`config.mk`:
```
export PLATFORM = sky130hd
export DESIGN_NAME = conv_sequencer
export DESIGN_NICKNAME = d
export VERILOG_FILES = /design/src/rtl/seq_pkg.sv /design/src/rtl/seq_edge_sync.sv /design/src/rtl/seq_conv_counter.sv /design/src/rtl/seq_frame_ctrl.sv /design/src/rtl/conv_sequencer.sv
export SDC_FILE = /design/constraint.sdc
export NUM_CORES = 1
export LEC_CHECK = 0
export ABC_AREA = 1
export ABC_CLOCK_PERIOD_IN_PS = 4200
export BUFFER_PORTS_ARGS = -buffer_cell sky130_fd_sc_hd__buf_4
export CAP_MARGIN = 10
export CORE_ASPECT_RATIO = 1.1
export CORE_UTILIZATION = 38
export DETAILED_ROUTE_END_ITERATION = 12
export PLACE_DENSITY = 0.66
export SLEW_MARGIN = 30
export SYNTH_ARGS = -nofsm -noshare
export SYNTH_HDL_FRONTEND = slang
export SYNTH_SLANG_ARGS = --single-unit
```
`constraint.sdc`:
```
create_clock -name clk -period 4.2 [get_ports clk]
set_input_delay 0.42 -clock clk [delete_from_list [all_inputs] [get_ports clk]]
set_output_delay 0.42 -clock clk [all_outputs]
set_load 0.05 [all_outputs]
```
`src/rtl/seq_pkg.sv`:
```
package seq_pkg;

    typedef enum logic [2:0] {
        ST_OFF,
        ST_ARM,
        ST_RUN,
        ST_WAIT,
        ST_FRAME,
        ST_HALT
    } seq_state_e;

    typedef struct packed {
        logic rise;
        logic fall;
    } edge_t;

    function automatic logic state_busy(seq_state_e s);
        return (s == ST_RUN) || (s == ST_FRAME);
    endfunction

endpackage

```
`src/rtl/seq_edge_sync.sv`:
```
module seq_edge_sync #(
    parameter int STAGES = 2
) (
    input  logic            clk,
    input  logic            rst,
    input  logic            din,
    output seq_pkg::edge_t  ev
);
    logic [STAGES-1:0] chain;
    logic              last;

    for (genvar g = 0; g < STAGES; g++) begin : g_stage
        if (g == 0) begin : g_first
            always_ff @(posedge clk) begin
                if (rst) chain[g] <= 1'b0;
                else     chain[g] <= din;
            end
        end else begin : g_next
            always_ff @(posedge clk) begin
                if (rst) chain[g] <= 1'b0;
                else     chain[g] <= chain[g-1];
            end
        end
    end

    always_ff @(posedge clk) begin
        if (rst) last <= 1'b0;
        else     last <= chain[STAGES-1];
    end

    assign ev.rise = chain[STAGES-1] & ~last;
    assign ev.fall = ~chain[STAGES-1] & last;
endmodule

```
`src/rtl/seq_conv_counter.sv`:
```
module seq_conv_counter #(
    parameter int W = 16
) (
    input  logic         clk,
    input  logic         rst,
    input  logic         clr,
    input  logic         inc,
    input  logic [W-1:0] limit,
    output logic [W-1:0] count,
    output logic         last
);
    always_ff @(posedge clk) begin
        if (rst || clr) count <= '0;
        else if (inc)   count <= count + 1'b1;
    end

    assign last = ((count + 1'b1) == limit);
endmodule

```
`src/rtl/seq_frame_ctrl.sv`:
```
module seq_frame_ctrl
    import seq_pkg::*;
#(
    parameter int W = 16
) (
    input  logic         clk,
    input  logic         rst,
    input  logic         enable,
    input  logic         unit_reset,
    input  logic         frame_mode,
    input  logic [W-1:0] num_conv,
    input  logic         irq_en,
    input  logic         irq_ack,
    input  edge_t        cc_ev,
    input  edge_t        ft_ev,
    input  logic [W-1:0] count,
    input  logic         last,
    output logic [W-1:0] limit,
    output logic         cnt_clr,
    output logic         cnt_inc,
    output logic         conv_pulse,
    output logic         busy,
    output logic         frame_err,
    output logic         done_irq
);
    seq_state_e   state, nxt;
    logic         mode_q;
    logic [W-1:0] num_q;
    logic         pulse_d, err_set, done_set, load_num, restart;

    assign restart = !enable || unit_reset;

    always_comb begin
        nxt      = state;
        cnt_clr  = 1'b0;
        cnt_inc  = 1'b0;
        pulse_d  = 1'b0;
        err_set  = 1'b0;
        done_set = 1'b0;
        load_num = 1'b0;
        if (restart) begin
            nxt     = ST_OFF;
            cnt_clr = 1'b1;
        end else begin
            case (state)
                ST_OFF: begin
                    cnt_clr = 1'b1;
                    nxt     = frame_mode ? ST_WAIT : ST_ARM;
                end
                ST_ARM: if (cc_ev.rise) nxt = ST_RUN;
                ST_RUN: if (cc_ev.fall) begin
                    pulse_d = 1'b1;
                    cnt_inc = 1'b1;
                end
                ST_WAIT: if (ft_ev.rise) begin
                    cnt_clr  = 1'b1;
                    load_num = 1'b1;
                    if (num_conv != '0) nxt = ST_FRAME;
                end
                ST_FRAME: begin
                    if (ft_ev.rise) begin
                        err_set = 1'b1;
                        nxt     = ST_HALT;
                    end else if (cc_ev.fall) begin
                        pulse_d = 1'b1;
                        cnt_inc = 1'b1;
                        if (last) begin
                            done_set = 1'b1;
                            nxt      = ST_WAIT;
                        end
                    end
                end
                ST_HALT: nxt = ST_HALT;
                default: nxt = ST_OFF;
            endcase
        end
    end

    always_ff @(posedge clk) begin
        if (rst) begin
            state      <= ST_OFF;
            mode_q     <= 1'b0;
            num_q      <= '0;
            conv_pulse <= 1'b0;
            frame_err  <= 1'b0;
            done_irq   <= 1'b0;
        end else begin
            state      <= nxt;
            conv_pulse <= pulse_d;
            if (state == ST_OFF) mode_q <= frame_mode;
            if (load_num)        num_q  <= num_conv;
            if (restart)         frame_err <= 1'b0;
            else if (err_set)    frame_err <= 1'b1;
            if (restart)                 done_irq <= 1'b0;
            else if (done_set && irq_en) done_irq <= 1'b1;
            else if (irq_ack)            done_irq <= 1'b0;
        end
    end

    assign busy  = state_busy(state);
    assign limit = num_q;

    a_r9_single_pulse: assert property (@(posedge clk) disable iff (rst)
        conv_pulse |=> !conv_pulse);

    a_r6_no_pulse_on_error: assert property (@(posedge clk) disable iff (rst)
        frame_err |-> !conv_pulse);

    a_r6_count_frozen: assert property (@(posedge clk) disable iff (rst)
        (state == ST_HALT) |=> (state != ST_HALT || $stable(count)));

    a_r3_count_bound: assert property (@(posedge clk) disable iff (rst)
        (state == ST_FRAME) |-> (count < num_q));

    a_r8_zero_frame_idle: assert property (@(posedge clk) disable iff (rst)
        (state == ST_WAIT && enable && !unit_reset && ft_ev.rise && num_conv == '0)
        |=> !busy);

    a_r7_disable_clears: assert property (@(posedge clk) disable iff (rst)
        !enable |=> (!frame_err && !done_irq && count == '0));

    a_r2_mode_sampled: assert property (@(posedge clk) disable iff (rst)
        (state == ST_RUN) |-> !mode_q);
endmodule

```
`src/rtl/conv_sequencer.sv`:
```
module conv_sequencer #(
    parameter int CNT_W       = 16,
    parameter int SYNC_STAGES = 2
) (
    input  logic             clk,
    input  logic             rst,
    input  logic             enable,
    input  logic             unit_reset,
    input  logic             frame_mode,
    input  logic [CNT_W-1:0] num_conv,
    input  logic             irq_en,
    input  logic             irq_ack,
    input  logic             conv_clk,
    input  logic             frame_trig,
    output logic             conv_pulse,
    output logic             busy,
    output logic [CNT_W-1:0] conv_count,
    output logic             frame_err,
    output logic             done_irq
);
    import seq_pkg::*;

    edge_t            cc_ev, ft_ev;
    logic             cnt_clr, cnt_inc, cnt_last;
    logic [CNT_W-1:0] limit;

    seq_edge_sync #(.STAGES(SYNC_STAGES)) u_cc_sync (
        .clk(clk), .rst(rst), .din(conv_clk), .ev(cc_ev)
    );

    seq_edge_sync #(.STAGES(SYNC_STAGES)) u_ft_sync (
        .clk(clk), .rst(rst), .din(frame_trig), .ev(ft_ev)
    );

    seq_conv_counter #(.W(CNT_W)) u_count (
        .clk(clk), .rst(rst), .clr(cnt_clr), .inc(cnt_inc),
        .limit(limit), .count(conv_count), .last(cnt_last)
    );

    seq_frame_ctrl #(.W(CNT_W)) u_ctrl (
        .clk(clk), .rst(rst), .enable(enable), .unit_reset(unit_reset),
        .frame_mode(frame_mode), .num_conv(num_conv), .irq_en(irq_en),
        .irq_ack(irq_ack), .cc_ev(cc_ev), .ft_ev(ft_ev), .count(conv_count),
        .last(cnt_last), .limit(limit), .cnt_clr(cnt_clr), .cnt_inc(cnt_inc),
        .conv_pulse(conv_pulse), .busy(busy), .frame_err(frame_err),
        .done_irq(done_irq)
    );
endmodule

```
==> results.md <==
- The area overhead of the layout relative to synthesis is 20.3%.
- The number of flip-flops and latches in the synthesized netlist is between 40 and 50.
- The net count of the finished layout is between 400 and 500.
- The tree is rooted in a sky130_fd_sc_hd__clkbuf_8.
- The hold violation total from the final report is 0.
- The first-pass iteration count of the detailed router is 4.
- The wire length of the first global-routing pass is 10000 um.
- The worst hold path belongs to the class input port to flop.
- The signal on the critical path passes through ha_1, nand2_1, nor2_4, nand4_1, nand3_1, nand2_1, nor2_1, nand2_1, nor2_2, nand2_1, nand2_1, nand2_2, nand2_1, nand2_1, nor2_1.
- The run finished with clean final reports.
- Counting instances, the worst hold path has a depth of 3.
- The final number of max-transition violations was 0.
- STA classifies the critical path endpoint as a flop.
- The aggregate negative setup slack is 0 ns.
- The post-detailed-routing wire length is 5970 um.
- Yosys mapped the design onto 25 distinct sky130hd cell types.
- Yosys printed 0 warnings.
- After clock tree synthesis, the setup repair step added 0 buffers.
- The number of maximum-capacitance violations is 0.
- The cell area after synthesis is about 0.0024 sq mm.
- The cell occurring most often along the worst timing path is sky130_fd_sc_hd__nand2_1.
- The worst register-to-register path has a depth of 15.
- The full die area is 0.00664 sq mm.
- The arrival time at the worst endpoint is 2.52 ns.
- The power spent charging and discharging nets is 174 uW.
- The worst reg-to-reg setup slack is approximately 1.9 ns.
- The number of DRC markers after the initial detailed-route iteration is 139.
- The via count of the first global-routing pass is about 2200.
- The reported leakage power is around 0.0012 uW.
- The number of antenna violations at the first check in global routing is 0.
- Data on the critical path is required at its endpoint by around 4.4 ns.
- In the final layout, the share of cells above drive strength 1 is 16.5%.
- The core region is ~0.0061 sq mm.
- For this run, design rule violations remaining after detail routing come to 0.
- The critical path in this run is classified as flop to flop.
- The peak per-stage delay on the critical path is approximately 0.50 ns.
- Net switching is a little under a quarter of the power.
- The number of top-level pins is 45.
- The sequential fraction of design power is around 58%.
- Row generation in the floorplan step produced 30 rows.
- The total number of H-tree levels is 2.
- The TritonCTS sink count is 44.
- Clock-pin slew was measured on the worst setup and hold paths at 0.08 ns.
- The total number of vias is between 2000 and 2500.
- In this run the tightest slew margin relative to its limit is 39.1%.
- Setup repair after global routing left no endpoint under its margin.
- The final critical-path setup slack is 1.91 ns.
- Across the VDD grid, the largest voltage drop is roughly 0.00013 V.
- Counting along the longest clock path gives a buffer depth of 2.
- Final hold analysis gives a worst-case slack of around 0.32 ns.
- The clock network burns a little over a third of the power.
- The synthesized area per cell is between 6 and 7 sq um.
- The hold path startpoint is frame_trig.
- The number of port buffers is 44.
- The average wire per standard cell is between 10 and 15 um.
- Entering global routing, the biggest net connects 32 pins.
- In this run, post-CTS repair resized a total of 0 instances.
- OpenSTA, run right after detailed placement, puts the worst setup slack at about 1.8 ns.
- The average via count per standard cell is ~4.9.
- The latest clock arrival within the worst-skew pair is 0.29 ns.
- The number of routed nets with antenna violations is 0.
- The worst register-to-register path begins at u_count.count[0].
- The largest delay contributor family on the critical path is simple AND/OR/NAND/NOR gates.
- The combined global-route utilization of all metal layers is between 10% and 20%.
- The overall overflow remaining after global route is 0.
- The slew at the pin closest to its max-slew limit is between 0.9 and 1 ns.
- In this run the horizontal extent of the chip is 77.8 um.
- The number of standard cells after synthesis is about 370.
- The count of hold buffers inserted by post-cts repair is 0.
- Summed over all nets, the half-perimeter wirelength after detailed placement is about 4500 um.
- The end of the worst hold path is u_ft_sync.chain[0].
- For this run, the top clock speed supported by timing is about 0.44 GHz.
- The slowest stage of the critical path is the sky130_fd_sc_hd__dfxtp_1 cell.
- The number of nets handed over by synthesis was 395.
- From bottom edge to top edge, the die measures ~85 um.
- Subtracting the final worst setup slack from the clock period gives ~2.3 ns.
- The total clock buffers created by CTS is 5.
- Clock skew on the completed layout was measured at 0.00345 ns.
- The repair_antennas step left the layout with diodes totalling 0.
- Setup violations remaining at the end of the flow were counted as 0.
- The final worst-path cycle share is between 50 and 60%.
- The buffers plus inverters on the worst setup path is 0.
- The cell-internal power is 557 uW.
- The kind of launch point of the worst setup path is a flop.
- The final RePlAce weighted congestion is a little over 0.9.
- Of the total power, combinational logic draws under 10%.
- Dividing total power by cell area gives a power density of 253 mW/mm^2.
- The worst flop-to-flop path endpoint is u_ctrl.state[1].
- Sequential elements use 36.7% of the synthesized area.
- The largest fanout of any net on the critical path is 8.
- The initial cell density of the core is roughly two fifths.
- The clock tree from TritonCTS is built.
per-layer routing:
metal	routed length, um	track usage (%)
met2	2700	32.2
met5	0	0
met4	116	6.35
met1	2880	24.5
met3	270	3.44
stage by stage:
step           util, %  power, uW  cells  area (sq um)
4_1_cts           47.1        738    492          2880
6_report          47.2        731    492          2890
2_1_floorplan        -        456    369          2400
3_3_place_gp      45.8        484    485          2810
5_1_grt           47.2        761    492          2890
3_5_place_dp      45.8        484    485          2810
worst reg2reg max path: cells and delay by family, from the launching register on:
kind / cells / cell delay [ns]
and+or+nand+nor: 14 / 1.47
DFF: 1 / 0.50
adders and majority gates: 1 / 0.25
worst max path at each step:
| stage | to | slack, ns | cells past startpoint | startpoint |
|---|---|---|---|---|
| floorplan | u_ctrl.state[0] | 1.93 | 16 | u_count.count[0] |
| finish | u_ctrl.state[1] | 1.91 | 15 | u_count.count[0] |
| global route | u_ctrl.state[2] | 1.62 | 17 | u_count.count[0] |
| global placement | u_count.count[3] | 1.87 | 8 | unit_reset |
| detailed placement | u_count.count[3] | 1.80 | 8 | unit_reset |
| CTS | u_ctrl.state[1] | 1.91 | 15 | u_count.count[0] |
area by class of cell:
type                            count  area (sq um)
Clock buffer                        6          72.6
Tap cell                           80           100
Timing Repair Buffer               45           338
Multi-Input combinational cell    270          1320
Clock inverter                      1          5.00
Inverter                           46           173
Sequential cell                    44           881
Fill cell                         677          3230
logic make-up (layout without fill, tap and decap cells):
family                     count (synthesis)  after routing  share of synthesized area, %
buffers and inverters                     55             98                          8.60
adders and majority gates                  1              1                         0.521
DFF                                       44             44                          36.7
and+or+nand+nor                          208            208                          39.0
xor gates and xnor gates                   3              3                          1.09
AOI/OAI and AO/OA                         58             58                          14.1
sequential cells by signal, indices dropped and copies added (netlist names):
name / flops
u_count.count: 16
u_ctrl.limit: 16
u_cc_sync.last: 1
u_ctrl.state: 3
u_ctrl.done_irq: 1
u_ctrl.frame_err: 1
u_cc_sync.chain: 2
u_ft_sync.chain: 2
u_ctrl.conv_pulse: 1
u_ft_sync.last: 1
power groups by stage:
stage	clock, uW	sequential, uW	combinational, uW
after floorplan	0	432	24.3
after global placement	0	432	52.3
after detailed placement	0	432	51.7
after CTS	265	422	51.9
after global routing	280	422	58.2
final	256	422	52.2
cell usage after synthesis:
master / instances / area share, %
sky130_fd_sc_hd__nand2_1: 84 / 13
sky130_fd_sc_hd__nor4_1: 4 / 1.0
sky130_fd_sc_hd__o21bai_1: 2 / 0.63
sky130_fd_sc_hd__nor3_2: 1 / 0.42
sky130_fd_sc_hd__nand4_1: 11 / 2.9
sky130_fd_sc_hd__and3_1: 1 / 0.26
sky130_fd_sc_hd__dfxtp_1: 44 / 37
sky130_fd_sc_hd__nor3_1: 1 / 0.21
sky130_fd_sc_hd__o21ai_0: 20 / 4.2
sky130_fd_sc_hd__xor2_1: 2 / 0.73
sky130_fd_sc_hd__inv_1: 46 / 7.2
sky130_fd_sc_hd__nand2_2: 3 / 0.78
sky130_fd_sc_hd__a211oi_1: 13 / 4.1
sky130_fd_sc_hd__nand3_2: 1 / 0.42
sky130_fd_sc_hd__ha_1: 1 / 0.52
sky130_fd_sc_hd__nor2_2: 8 / 2.1
sky130_fd_sc_hd__nor2_1: 58 / 9.1
sky130_fd_sc_hd__nand3b_1: 3 / 0.94
sky130_fd_sc_hd__nand3_1: 29 / 6.0
sky130_fd_sc_hd__nor2_4: 3 / 1.4
sky130_fd_sc_hd__clkbuf_1: 9 / 1.4
sky130_fd_sc_hd__a21oi_1: 15 / 3.1
sky130_fd_sc_hd__a31oi_1: 8 / 2.1
sky130_fd_sc_hd__and2_4: 1 / 0.36
sky130_fd_sc_hd__xnor2_1: 1 / 0.36
cell usage in the layout, fill, tap and decap left out:
cell type                  instances
sky130_fd_sc_hd__inv_1            46
sky130_fd_sc_hd__o21ai_0          20
sky130_fd_sc_hd__dfxtp_1          44
sky130_fd_sc_hd__nor2_2            8
sky130_fd_sc_hd__a211oi_1         13
sky130_fd_sc_hd__nor2_4            3
sky130_fd_sc_hd__and3_1            1
sky130_fd_sc_hd__xnor2_1           1
sky130_fd_sc_hd__clkbuf_1          1
sky130_fd_sc_hd__a21oi_1          15
sky130_fd_sc_hd__a31oi_1           8
sky130_fd_sc_hd__nand3b_1          3
sky130_fd_sc_hd__o21bai_1          2
sky130_fd_sc_hd__and2_4            1
sky130_fd_sc_hd__buf_4            45
sky130_fd_sc_hd__nor3_1            1
sky130_fd_sc_hd__clkbuf_8          5
sky130_fd_sc_hd__nand3_2           1
sky130_fd_sc_hd__nor4_1            4
sky130_fd_sc_hd__nor2_1           58
sky130_fd_sc_hd__ha_1              1
sky130_fd_sc_hd__nand3_1          29
sky130_fd_sc_hd__clkinv_2          1
sky130_fd_sc_hd__xor2_1            2
sky130_fd_sc_hd__nor3_4            1
sky130_fd_sc_hd__nand2_2           3
sky130_fd_sc_hd__nand4_1          11
sky130_fd_sc_hd__nand2_1          84
Power figures use the tool's default switching activity.
